### config.mk
export PLATFORM = sky130hd
export DESIGN_NAME = nvm_ctl_reg
export DESIGN_NICKNAME = d
export VERILOG_FILES = /design/src/rtl/nvm_ctl_reg.sv
export SDC_FILE = /design/constraint.sdc
export NUM_CORES = 1
export LEC_CHECK = 0
export CORE_UTILIZATION = 39
export CTS_BUF_LIST = sky130_fd_sc_hd__clkbuf_8
export CTS_CLUSTER_SIZE = 28
export DETAILED_ROUTE_END_ITERATION = 10
export PLACE_DENSITY = 0.83
export SYNTH_ARGS = -nofsm -noshare
export SYNTH_HDL_FRONTEND = slang
export SYNTH_SLANG_ARGS = --single-unit
### constraint.sdc
create_clock -name clk -period 1.45 [get_ports clk]
set_clock_uncertainty 0.1 [all_clocks]
set_input_delay 0.2175 -clock clk [delete_from_list [all_inputs] [get_ports clk]]
set_output_delay 0.2175 -clock clk [all_outputs]
set_load 0.02 [all_outputs]
### src/rtl/nvm_ctl_reg.sv
module nvm_ctl_reg #(
  parameter int PROG_CYCLES = 16,
  parameter bit INT_TIMER   = 1'b1
) (
  input  logic       clk,
  input  logic       por_n,
  input  logic       wrst_n,
  input  logic       reg_we,
  input  logic [7:0] reg_wdata,
  output logic [7:0] reg_rdata,
  output logic       mem_rd_stb,
  output logic       mem_wr_stb,
  output logic       mem_erase_stb,
  output logic       mem_sel_prog,
  output logic       mem_sel_cfg,
  input  logic       mem_done
);
  localparam int CW = (PROG_CYCLES > 1) ? $clog2(PROG_CYCLES) : 1;

  logic pgm_q, cfg_q, er_q, err_q, wren_q, wr_q, rd_q, start_q;
  logic [CW-1:0] cnt_q;
  logic timer_hit, done_w;

  generate
    if (INT_TIMER) begin : g_int_timer
      assign timer_hit = (cnt_q == CW'(PROG_CYCLES - 1));
    end else begin : g_ext_timer
      assign timer_hit = 1'b0;
    end
  endgenerate

  assign done_w = wr_q && (timer_hit || mem_done);

  always_ff @(posedge clk or negedge por_n) begin
    if (!por_n) begin
      pgm_q <= 1'b0; cfg_q <= 1'b0; er_q <= 1'b0; err_q <= 1'b0;
      wren_q <= 1'b0; wr_q <= 1'b0; rd_q <= 1'b0; start_q <= 1'b0;
      cnt_q <= '0;
    end else if (!wrst_n) begin
      if (wr_q) err_q <= 1'b1;
      wren_q  <= 1'b0;
      wr_q    <= 1'b0;
      rd_q    <= 1'b0;
      start_q <= 1'b0;
      cnt_q   <= '0;
    end else begin
      start_q <= 1'b0;
      rd_q    <= 1'b0;
      if (wr_q) begin
        if (done_w) begin
          wr_q  <= 1'b0;
          er_q  <= 1'b0;
          err_q <= 1'b0;
        end else begin
          cnt_q <= cnt_q + 1'b1;
        end
        if (reg_we) wren_q <= reg_wdata[2];
      end else if (reg_we) begin
        pgm_q  <= reg_wdata[7];
        cfg_q  <= reg_wdata[6];
        er_q   <= reg_wdata[4];
        err_q  <= reg_wdata[3];
        wren_q <= reg_wdata[2];
        rd_q   <= reg_wdata[0] && !reg_wdata[7];
        if (reg_wdata[1] && wren_q) begin
          wr_q    <= 1'b1;
          start_q <= 1'b1;
          cnt_q   <= '0;
        end
      end
    end
  end

  assign reg_rdata     = {pgm_q, cfg_q, 1'b0, er_q, err_q, wren_q, wr_q, rd_q};
  assign mem_rd_stb    = rd_q;
  assign mem_wr_stb    = start_q && !er_q;
  assign mem_erase_stb = start_q && er_q;
  assign mem_sel_prog  = pgm_q;
  assign mem_sel_cfg   = cfg_q;

  a_r4_no_prog_read: assert property (@(posedge clk) disable iff (!por_n)
    mem_rd_stb |-> !reg_rdata[7]);

  a_r6_start_needs_wren: assert property (@(posedge clk) disable iff (!por_n)
    $rose(reg_rdata[1]) |-> $past(reg_rdata[2]));

  a_r5_wr_holds: assert property (@(posedge clk) disable iff (!por_n)
    (reg_rdata[1] && !done_w && wrst_n) |=> reg_rdata[1]);

  a_r12_stb_when_busy: assert property (@(posedge clk) disable iff (!por_n)
    (mem_wr_stb || mem_erase_stb) |-> reg_rdata[1]);

  a_r10_busy_write_locked: assert property (@(posedge clk) disable iff (!por_n)
    (reg_we && wrst_n && reg_rdata[1] && !done_w)
      |=> ($stable(reg_rdata[7:6]) && $stable(reg_rdata[4])));

  a_r8_abort_sets_error: assert property (@(posedge clk) disable iff (!por_n)
    (!wrst_n && reg_rdata[1]) |=> reg_rdata[3]);

  a_r8_abort_keeps_select: assert property (@(posedge clk) disable iff (!por_n)
    !wrst_n |=> ($stable(reg_rdata[7:6]) && $stable(reg_rdata[4])));
endmodule

==> run_results.csv <==
group,metric,value,unit
floorplan,start_util,42.5,%
final_layout,layout-drive-gt1-share,25.8,%
routing,drt-vias-per-instance,5.15,
flow_run,maxCapViolCount,0,
final_layout,syn2layout_area_growth,53.9,%
hold_path,holdCritPathClass,"in -> async",
routing,dr_total_vias,582,
floorplan,dieWidth,42.8,um
pwr,pwr-share-seq,40.5,%
floorplan,rows,14,
critical_path,cp_max_fo,3,
routing,ant_nets,0,
critical_path,max_stage_delay,0.49,ns
critical_path,cp_slowest_cell,"or4b_4",
pwr,vdd_drop_max,489,uV
pwr,switchingPower,0.000236,W
routing,route.detailed.wl_per_inst,12.9,um
sta,rsz0062_at_grt,"true",
clock_network,cts_hold_buf,0,
clock_network,cts_sinks,12,
clock_network,clk_latency,0.24,ns
critical_path,start_kind,"register",
routing,route.detailed.drc,0,
global_routing,gr-usage-all-layers,18.2,%
synth,synthAdderAreaFrac,1.93,%
synth,syn-cell-area,648,um2
synth,synthCells,65,
clock_network,numCtsBuffers,3,
critical_path,crit_arrival,1.53,ns
critical_path,cp.required,1.52,ns
clock_network,htree_levels,1,
pwr,switching_share,25.5,%
synth,synthDistinctLibCells,25,
sta,fmax,687,MHz
placed_design,hpwl,1.14,mm
clock_network,cts_tree,"done",
synth,synth_compound_area_share,10.2,%
synth,synthSimpleGateAreaFrac,20.8,%
placed_design,port_buffers,23,
synth,synth.avg_cell_area,9.97,um2
sta,drv_slew,0,
synth,synth_top_family_by_area,"simple AND/OR/NAND/NOR gates",
global_routing,antenna_found_initial,0,
floorplan,core_region_area,0.00152,mm2
sta,period_share,100,%
clock_network,cts_buffer_depth,2,
synth,synthMuxAreaShare,9.65,%
status,violations,"negative setup slack",
pwr,p_comb_share,20.0,%
pwr,p_leak,0.487,nW
placed_design,gp_congestion,0.751,
synth,yosys_warnings,0,
critical_path,setup.worst_path.class,"reg -> reg",
clock_network,clkSlewWorstSetupHoldPaths,0.05,ns
final_layout,fillCellCount,134,
synth,synth_top_cell_area_share,46.3,%
floorplan,die_h,42.8,um
sta,finalSetupViolCount,1,
routing,finalWirelength,1.46,mm
synth,synth_xor_area_share,0,%
global_routing,grt_start_max_net_pins,13,
final_layout,final_common_cell,"buf_4",
pwr,clkPwrFrac,39.4,%
status,outcome,"complete, but fails checks",
synth,synthTopCellsByArea,"dfrtp_1 (46%), buf_4 (9.3%), mux2i_1 (6.2%)",
placed_design,place_ws,-0.185,ns
floorplan,io_pins,26,
sta,fin_crit,1.46,ns
pwr,internal_power,0.000690,W
pwr,pwr_density_cell,928,mW/mm2
global_routing,grt-ovfl-total,0,
final_layout,layout_common_cells,"buf_4 (14), dfrtp_1 (12), clkdlybuf4s50_1 (11)",
routing,drtPass1Iterations,4,
critical_path,crit_chain,"ha_2 -> and3_4 -> or4b_4 -> o21ai_2",
final_layout,diodes,0,
global_routing,grt_pass1_wl,2.51,mm
synth,synth_top_area_cell,"dfrtp_1",
sta,finalSetupTns,-0.00655,ns
final_layout,nets,112,
sta,finalHoldViolCount,0,
synth,synth_fp_nets,79,
routing,initialDrtViolationCount,6,
synth,seq_area_frac_synth,46.3,%
synth,ys_seq_elements,12,
global_routing,first_global_vias,591,
clock_network,clock-root-buffer,"clkbuf_8",
critical_path,worstSetupEndpointType,"register",
floorplan,dieArea,0.00183,mm2
sta,setup_slack,-0.00655,ns
[cell usage after synthesis]
cell / count
nor3b_1: 1
nand3_1: 3
ha_1: 1
or4b_1: 1
o21ai_1: 1
nor2b_1: 2
buf_4: 8
mux2_2: 2
mux2i_1: 4
and3_1: 2
a211o_1: 1
clkbuf_1: 1
and2_1: 2
nand2_1: 6
o32ai_2: 1
o2bb2ai_1: 1
dfrtp_1: 12
inv_1: 1
a21oi_1: 2
nand3b_1: 1
nor2_1: 6
o21ai_0: 1
o22ai_1: 2
conb_1: 1
nand2b_1: 2
[final timing paths]
path	startpoint	end	slack, ns	cells past startpoint
setup / recovery	cnt_q[0]$_DFFE_PN0P_	cnt_q[0]$_DFFE_PN0P_	-0.007	4
hold / removal	por_n	mem_sel_cfg$_DFFE_PN0P_	0.17	2
setup reg to reg	cnt_q[0]$_DFFE_PN0P_	cnt_q[0]$_DFFE_PN0P_	-0.007	4
hold reg to reg	mem_sel_prog$_DFFE_PN0P_	mem_sel_prog$_DFFE_PN0P_	0.43	1
max in group asynchronous	por_n	wr_q$_DFF_PN0_	0.92	2
min in group clk	mem_sel_prog$_DFFE_PN0P_	mem_sel_prog$_DFFE_PN0P_	0.43	1
[sequential cells by signal, summed over array words and instances, names as in the netlist]
register      count
cnt_q             4
wren_q            1
er_q              1
wr_q              1
mem_rd_stb        1
mem_sel_prog      1
err_q             1
mem_sel_cfg       1
start_q           1
[worst max-delay path, delay by kind of cell, from the launching register on]
kind / cells / cell delay [ns]
and+or+nand+nor: 2 / 0.65
DFF: 1 / 0.38
adders and majority gates: 1 / 0.19
AOI/OAI and AO/OA: 1 / 0.07
[per-stage QoR]
step	hold slack (ns)	total power (W)	utilization, %	area (um2)	std cells
3_5_place_dp	0.429	0.000590	60.7	925	106
3_3_place_gp	0.414	0.000586	60.7	925	106
2_1_floorplan	-0.178	0.000498	-	656	65
6_report	0.170	0.000926	65.4	997	113
4_1_cts	0.173	0.000938	64.8	987	112
5_1_grt	0.199	0.000963	65.4	997	113
[routing by layer]
metal | vias up | GRT usage (%) | wire length (um)
li1 | 280 | - | -
met1 | 284 | 20.2 | 612
met2 | 14 | 33.0 | 776
met3 | 4 | 2.55 | 45
met4 | 0 | 9.38 | 22
met5 | - | 0 | 0
[kinds of logic (layout without fill, tap and decap cells)]
logic type,after synthesis,after routing
compound gates,9,9
other cells,1,1
simple gates,26,26
flops,12,12
buf+inv,10,42
mux,6,6
fa+ha+maj,1,1
[what timing repair did]
item,in CTS,in global routing
setup buffers,2,1
pin swaps,1,1
gates resized for setup,14,2
setup endpoints to repair,13,3
[area by class of cell]
type	instances	area, um2	area share (%)
well taps	16	20.0	2.01
clock buffers	4	55.1	5.52
multi-input cells	43	295	29.6
inverters	1	3.75	0.376
repair buffers	37	323	32.4
flip-flops and latches	12	300	30.1
[power groups by stage]
stage,sequential [W],combinational (W),clock [W]
2_1_floorplan,0.000391,0.000106,0
3_3_place_gp,0.000381,0.000205,0
3_5_place_dp,0.000382,0.000208,0
4_1_cts,0.000376,0.000187,0.000375
5_1_grt,0.000378,0.000199,0.000387
6_report,0.000375,0.000185,0.000365
Power figures use the tool's default switching activity.
